`config.mk`:
```
export PLATFORM = sky130hd
export DESIGN_NAME = pos_counter
export DESIGN_NICKNAME = d
export VERILOG_FILES = /design/src/rtl/pcnt_pkg.sv /design/src/rtl/pcnt_step.sv /design/src/rtl/pcnt_flags.sv /design/src/rtl/pos_counter.sv
export SDC_FILE = /design/constraint.sdc
export NUM_CORES = 1
export LEC_CHECK = 0
export ABC_CLOCK_PERIOD_IN_PS = 4600
export CAP_MARGIN = 20
export CORE_MARGIN = 5
export CORE_UTILIZATION = 50
export DETAILED_ROUTE_END_ITERATION = 10
export DONT_BUFFER_PORTS = 1
export GPL_TIMING_DRIVEN = 1
export SKIP_LAST_GASP = 1
export SLEW_MARGIN = 15
export SYNTH_ARGS = -nofsm -noshare
export SYNTH_HDL_FRONTEND = slang
export SYNTH_SLANG_ARGS = --single-unit
```
`constraint.sdc`:
```
create_clock -name clk -period 4.6 [get_ports clk]
set_input_delay 0.46 -clock clk [delete_from_list [all_inputs] [get_ports clk]]
set_output_delay 0.46 -clock clk [all_outputs]
set_load 0.03 [all_outputs]
```
`src/rtl/pcnt_pkg.sv`:
```
package pcnt_pkg;
    typedef enum logic [1:0] {
        CM_FREE   = 2'b00,
        CM_SINGLE = 2'b01,
        CM_RANGE  = 2'b10,
        CM_MODULO = 2'b11
    } count_mode_e;

    typedef enum logic [1:0] {
        IX_OFF   = 2'b00,
        IX_LOAD  = 2'b01,
        IX_CLEAR = 2'b10,
        IX_SNAP  = 2'b11
    } index_fn_e;

    typedef enum logic {
        RS_RUN  = 1'b0,
        RS_HALT = 1'b1
    } run_state_e;

    typedef struct packed {
        logic carry;
        logic borrow;
        logic match;
    } step_ev_t;
endpackage

```
`src/rtl/pcnt_step.sv`:
```
module pcnt_step
    import pcnt_pkg::*;
#(
    parameter int BYTES = 4,
    localparam int W = 8 * BYTES
) (
    input  logic [1:0]   width_sel,
    input  count_mode_e  mode,
    input  logic         up,
    input  logic [W-1:0] cur,
    input  logic [W-1:0] limit,
    output logic [W-1:0] cur_m,
    output logic [W-1:0] lim_m,
    output logic [W-1:0] nxt,
    output step_ev_t     ev,
    output logic         sign
);
    localparam logic [W-1:0] ONE = W'(1);

    int         act;
    logic [W-1:0] mask;
    logic [W-1:0] topm;

    always_comb begin
        act = BYTES - int'(width_sel);
        if (act < 1) act = 1;
    end

    for (genvar b = 0; b < BYTES; b++) begin : g_mask
        assign mask[8*b +: 8] = (b < act) ? 8'hFF : 8'h00;
        assign topm[8*b +: 8] = (b == act - 1) ? 8'h80 : 8'h00;
    end

    assign cur_m = cur & mask;
    assign lim_m = limit & mask;
    assign sign  = |(cur_m & topm);

    always_comb begin
        nxt       = cur_m;
        ev.carry  = 1'b0;
        ev.borrow = 1'b0;
        if (up) begin
            unique case (mode)
                CM_RANGE: begin
                    if (cur_m == lim_m) ev.carry = 1'b1;
                    else                nxt = (cur_m + ONE) & mask;
                end
                CM_MODULO: begin
                    if (cur_m == lim_m) begin
                        nxt = '0;
                        ev.carry = 1'b1;
                    end else nxt = (cur_m + ONE) & mask;
                end
                CM_FREE, CM_SINGLE: begin
                    if (cur_m == mask) begin
                        nxt = '0;
                        ev.carry = 1'b1;
                    end else nxt = (cur_m + ONE) & mask;
                end
            endcase
        end else begin
            unique case (mode)
                CM_RANGE: begin
                    if (cur_m == '0) ev.borrow = 1'b1;
                    else             nxt = (cur_m - ONE) & mask;
                end
                CM_MODULO: begin
                    if (cur_m == '0) begin
                        nxt = lim_m;
                        ev.borrow = 1'b1;
                    end else nxt = (cur_m - ONE) & mask;
                end
                CM_FREE, CM_SINGLE: begin
                    if (cur_m == '0) begin
                        nxt = mask;
                        ev.borrow = 1'b1;
                    end else nxt = (cur_m - ONE) & mask;
                end
            endcase
        end
        ev.match = (nxt == lim_m);
    end
endmodule

```
`src/rtl/pcnt_flags.sv`:
```
module pcnt_flags (
    input  logic       clk,
    input  logic       rst_n,
    input  logic       ev_cy,
    input  logic       ev_bw,
    input  logic       ev_cmp,
    input  logic       ev_idx,
    input  logic       clr_latch,
    input  logic [3:0] flag_en,
    output logic [3:0] lat,
    output logic       pls,
    output logic       lflag_n,
    output logic       dflag_n
);
    logic [3:0] ev_now;
    assign ev_now = {ev_cy, ev_bw, ev_cmp, ev_idx};

    always_ff @(posedge clk) begin
        if (!rst_n) begin
            lat     <= '0;
            pls     <= 1'b1;
            dflag_n <= 1'b1;
        end else begin
            lat     <= (clr_latch ? 4'b0 : lat) | ev_now;
            if (clr_latch) pls <= 1'b0;
            dflag_n <= ~|(ev_now & flag_en);
        end
    end

    assign lflag_n = ~|(lat & flag_en);

    // latched flag holds until status clear or enable change
    p_lflag_hold_r11: assert property (@(posedge clk) disable iff (!rst_n)
        (!lflag_n && !clr_latch) |=> (!lflag_n || !$stable(flag_en)));

    // a pulsed flag is always backed by a latched event
    p_dflag_latched_r12: assert property (@(posedge clk) disable iff (!rst_n)
        (!dflag_n && $stable(flag_en)) |-> !lflag_n);
endmodule

```
`src/rtl/pos_counter.sv`:
```
module pos_counter
    import pcnt_pkg::*;
#(
    parameter int BYTES = 4,
    localparam int W = 8 * BYTES
) (
    input  logic         clk,
    input  logic         rst_n,
    input  logic         cnt_pulse,
    input  logic         cnt_up,
    input  logic         cnt_en_in,
    input  logic         index_evt,
    input  logic         op_clr_cntr,
    input  logic         op_load_cntr,
    input  logic         op_snap,
    input  logic         op_clr_status,
    input  logic         wr_limit,
    input  logic         wr_mode_a,
    input  logic         wr_mode_b,
    input  logic [W-1:0] wr_value,
    output logic [W-1:0] count_q,
    output logic [W-1:0] snap_q,
    output logic [7:0]   status_q,
    output logic         lflag_n,
    output logic         dflag_n
);
    logic [7:0]   mode_a, mode_b;
    logic [W-1:0] limit_r, cnt_r;
    logic         dir_r;
    run_state_e   state, state_nx;

    count_mode_e  cmode;
    index_fn_e    ixfn;
    logic [W-1:0] cur_m, lim_m, nxt;
    step_ev_t     ev;
    logic         sign;
    logic         ix_load, ix_clear, ix_snap;
    logic         do_clear, do_load, do_snap, any_op, count_ok, step_go;
    logic [3:0]   lat;
    logic         pls;

    assign cmode = count_mode_e'(mode_a[3:2]);
    assign ixfn  = index_fn_e'(mode_a[5:4]);

    pcnt_step #(.BYTES(BYTES)) u_step (
        .width_sel (mode_b[1:0]),
        .mode      (cmode),
        .up        (cnt_up),
        .cur       (cnt_r),
        .limit     (limit_r),
        .cur_m     (cur_m),
        .lim_m     (lim_m),
        .nxt       (nxt),
        .ev        (ev),
        .sign      (sign)
    );

    assign ix_load  = index_evt && (ixfn == IX_LOAD);
    assign ix_clear = index_evt && (ixfn == IX_CLEAR);
    assign ix_snap  = index_evt && (ixfn == IX_SNAP);
    assign do_clear = op_clr_cntr | ix_clear;
    assign do_load  = (op_load_cntr | ix_load) & ~do_clear;
    assign do_snap  = op_snap | ix_snap;
    assign any_op   = op_clr_cntr | op_load_cntr | op_snap | op_clr_status |
                      wr_limit | wr_mode_a | wr_mode_b |
                      (index_evt && (ixfn != IX_OFF));
    assign count_ok = cnt_en_in && !mode_b[2] && (state == RS_RUN);
    assign step_go  = cnt_pulse && count_ok && !any_op;

    // run controller: state register
    always_ff @(posedge clk) begin
        if (!rst_n) state <= RS_RUN;
        else        state <= state_nx;
    end

    // run controller: transitions
    always_comb begin
        state_nx = state;
        unique case (state)
            RS_RUN:  if (step_go && cmode == CM_SINGLE && (ev.carry || ev.borrow))
                         state_nx = RS_HALT;
            RS_HALT: if (do_clear || do_load)
                         state_nx = RS_RUN;
        endcase
    end

    // register file and counter datapath
    always_ff @(posedge clk) begin
        if (!rst_n) begin
            mode_a  <= '0;
            mode_b  <= '0;
            limit_r <= '0;
            cnt_r   <= '0;
            snap_q  <= '0;
            dir_r   <= 1'b0;
        end else begin
            if (wr_mode_a) mode_a  <= wr_value[7:0];
            if (wr_mode_b) mode_b  <= wr_value[7:0];
            if (wr_limit)  limit_r <= wr_value;
            if (do_snap)   snap_q  <= cur_m;
            if (do_clear)     cnt_r <= '0;
            else if (do_load) cnt_r <= lim_m;
            else if (step_go) cnt_r <= nxt;
            if (step_go) dir_r <= cnt_up;
        end
    end

    pcnt_flags u_flags (
        .clk       (clk),
        .rst_n     (rst_n),
        .ev_cy     (step_go & ev.carry),
        .ev_bw     (step_go & ev.borrow),
        .ev_cmp    (step_go & ev.match),
        .ev_idx    (index_evt),
        .clr_latch (op_clr_status),
        .flag_en   (mode_b[7:4]),
        .lat       (lat),
        .pls       (pls),
        .lflag_n   (lflag_n),
        .dflag_n   (dflag_n)
    );

    assign count_q  = cur_m;
    assign status_q = {lat, count_ok, pls, dir_r, sign};

    // clear strobe beats everything
    p_clear_wins_r9: assert property (@(posedge clk) disable iff (!rst_n)
        op_clr_cntr |=> (cnt_r == '0));

    // halted one-shot counter holds without clear or load
    p_halt_hold_r4: assert property (@(posedge clk) disable iff (!rst_n)
        (state == RS_HALT && !do_clear && !do_load) |=> $stable(cnt_r));

    // modulo up step at limit returns to zero
    p_modulo_wrap_r6: assert property (@(posedge clk) disable iff (!rst_n)
        (step_go && cmode == CM_MODULO && cnt_up && cur_m == lim_m) |=> (cnt_r == '0));

    // range up step at limit freezes
    p_range_freeze_r5: assert property (@(posedge clk) disable iff (!rst_n)
        (step_go && cmode == CM_RANGE && cnt_up && cur_m == lim_m) |=> $stable(cnt_r));

    // gated-off pulse leaves count untouched
    p_gate_hold_r8: assert property (@(posedge clk) disable iff (!rst_n)
        (!cnt_en_in && !do_clear && !do_load) |=> $stable(cnt_r));
endmodule

```
==> results.py <==
metrics = {
    "yosys": {
        "synthFlopType": "dfxtp_1",
        "syn_area_um2": 9820,
        "synth_top_cells_by_count": "nand2_1, clkbuf_1, dfxtp_1",
        "synth_most_common_cell": "nand2_1",
        "synth_cells": 1371,
        "yosys.cell_types.count": 81,
        "synth-edff-count": 0,
        "seq_area_frac_synth_pct": 23.4,
        "ys_async_sr_fraction_pct": 0,
        "syn_nets": 1418,
        "yosys_warnings": 0,
        "synth_top_cell_by_area": "dfxtp_1",
        "synth-seq-cells": 115,
        "avgSynthCellArea_um2": 7.17,
        "synth_area_leaders": "dfxtp_1, nand2_1, mux2i_1, clkbuf_1, nor2b_1",
        "synth_top_area_share_pct": 23.4,
    },
    "placed_design": {
        "hpwlAfterDp_um": 36400,
        "gp_congestion": 1.15,
        "portBuffers": 0,
    },
    "final_layout": {
        "final_util_pct": 58.2,
        "num-fill-cells": 1831,
        "area_delta_synth_final_pct": 15.0,
        "drive_gt1_share_pct": 14.5,
        "layout.nets": 1427,
        "antenna_cells": 0,
        "multi_input_area_um2": 6930,
        "seqCellArea_um2": 2310,
    },
    "critical_path": {
        "cp_cell_sequence": "buf_4 > nand4_1 > or4_1 > buf_4 > nor4_1 > o21ai_0 > a221oi_2 > o211ai_1 > a2111oi_0 > nand4_1 > nor4_1 > o2111ai_1 > a2bb2oi_1",
        "rrSetupSlack_ns": 0.03,
        "startpoint_type": "register",
        "critPathCaptureType": "register",
        "cpPeakStageDelay_ns": 0.65,
        "worst-path-buf-inv": 2,
        "reg2reg_depth": 13,
        "cp_max_fo": 13,
        "path_class": "register to register",
        "cp.depth": 13,
        "critPathRequiredTime_ns": 4.92,
        "crit_family": "compound AO/OA/AOI/OAI gates",
        "cpMaxStageDelayCell": "or4_1",
        "cp.arrival_ns": 4.90,
    },
    "timing": {
        "max_freq_mhz": 219,
        "fin_setup_tns_ns": 0,
        "setup_viol": 0,
        "relSlewSlack_pct": 28.3,
        "rsz0062_at_grt": "no",
        "tightest_slew_ns": 1.07,
        "hold_ws_ns": 0.107,
        "drv_slew": 0,
        "finalCriticalPeriod_ns": 4.57,
        "hold_viol": 0,
        "fin_crit_sh_pct": 99.4,
        "clock_skew_ns": 0.0135,
    },
    "die": {
        "row_count": 51,
        "fp.dieArea_um2": 22600,
        "core_um2": 19400,
        "die_h_um": 150,
        "io_pins": 119,
        "die_w_um": 150,
        "initial_utilization_pct": 50.6,
    },
    "status": {
        "status": "finished, final reports clean",
    },
    "detailed_routing": {
        "drcViolationCount": 0,
        "ant_nets": 0,
        "num_vias": 11800,
        "wl_per_cell_um": 29.8,
        "vias_per_cell": 7.13,
        "drt_iter0_drc": 2192,
        "routed_wirelength_um": 49400,
        "dr.pass1.iters": 7,
    },
    "power_and_ir_drop": {
        "irDropWorstVdd_v": 0.000269,
        "p_leak_uw": 0.00429,
        "power.density_nw_per_um2": 281,
    },
    "global_route": {
        "grt.total_usage_pct": 43.6,
        "grt_max_degree": 86,
        "gr-total-overflow": 0,
        "grt_pass1_wl_um": 73000,
        "antenna_found_initial": 0,
        "grt_pass1_vias": 10900,
    },
    "clocking": {
        "cts_max_level": 4,
        "cts_tree": "yes",
        "clkTransAtPathRegs_ns": 0.07,
        "ctsRootBufferMaster": "clkbuf_16",
        "cts_setup_buffers": 0,
        "numClockSinks": 115,
        "cts_max_path_buffers": 2,
        "insertion_delay_ns": 0.44,
        "cts_buffers": 17,
    },
    "min_path": {
        "hold_class": "primary input to register",
        "hold_depth": 1,
    },
    "job": {
        "maxCapViolations": 0,
    },
}
==> final cells by class <==
class	count	area share, %
clock buffer	18	3.89
clock inverter	14	1.19
inverter	23	0.764
multi-input combinational	1087	61.4
sequential	115	20.4
tap	265	2.94
timing repair buffer	136	9.44
==> state kept, by name (all words and copies together) (netlist names) <==
signal	cells
cnt_r	32
dir_r	1
limit_r	32
mode_a	4
mode_b	7
snap_q	32
state	1
u_flags.dflag_n	1
u_flags.lat	4
u_flags.pls	1
==> routing by layer <==
metal / up-vias / routed length (um) / share of wire [%] / GRT usage, %
met5: - / 0 / 0 / 0
met4: 0 / 3320 / 6.7 / 22.3
met3: 249 / 7120 / 14 / 14.4
met2: 1003 / 20100 / 41 / 63.4
met1: 5507 / 18900 / 38 / 57.6
li1: 5060 / - / - / -
==> per-stage QoR <==
step | std cells | instance area, um^2 | power [uW] | setup slack, ns
2_1_floorplan | 1371 | 9820 | 1550 | 0.627
3_3_place_gp | 1625 | 10700 | 1820 | -0.141
3_5_place_dp | 1625 | 10700 | 1820 | -0.0894
4_1_cts | 1657 | 11200 | 3140 | 0.0847
5_1_grt | 1658 | 11300 | 3270 | 0.0101
6_report | 1658 | 11300 | 3170 | 0.0258
==> worst register-to-register path, delay by kind of cell, from the launching register on <==
| family | cells | cell delay (ns) |
|---|---|---|
| AO/OA/AOI/OAI | 6 | 2.01 |
| buffers and inverters | 2 | 0.41 |
| flip-flops | 1 | 0.33 |
| AND/OR/NAND/NOR | 5 | 1.72 |
==> layout by cell type (no fill, tap or decap), types with 35 or more instances in the layout <==
cell type	n
nor2b_1	66
nor4_1	35
nor2_1	97
a21oi_1	67
nand2_1	164
mux2i_1	61
nand3_1	35
dfxtp_1	112
o21ai_0	56
buf_4	133
nor3_1	45
==> report_power, final <==
group	switching (uW)	internal, uW
Clock	594	733
Combinational	492	277
Sequential	50.1	1020
==> worst paths after layout <==
path / from / to
worst min register to register: mode_b[2] / mode_b[2]
worst min-delay path: rst_n / u_flags.pls
worst max register to register: cnt_r[8] / u_flags.dflag_n
worst max-delay path: cnt_r[8] / u_flags.dflag_n
==> cells by family (layout without fill, tap and decap cells) <==
logic type               count (synthesis)  in the layout  share of synthesized area, %
XOR/XNOR                                56             56                          4.99
flip-flops                             115            115                          23.4
AO/OA/AOI/OAI                          373            373                          26.7
multiplexers                            66             66                          6.90
adder cells (fa/ha/maj)                  2              2                         0.255
AND/OR/NAND/NOR                        590            590                          31.0
buffers and inverters                  169            191                          6.66
==> what timing repair did <==
| action | CTS | global route |
|---|---|---|
| hold buffers | 0 | 0 |
| setup endpoints to repair | 2 | 2 |
| resized for setup | 2 | 7 |
Note: power is estimated with default switching activity, not from simulation.
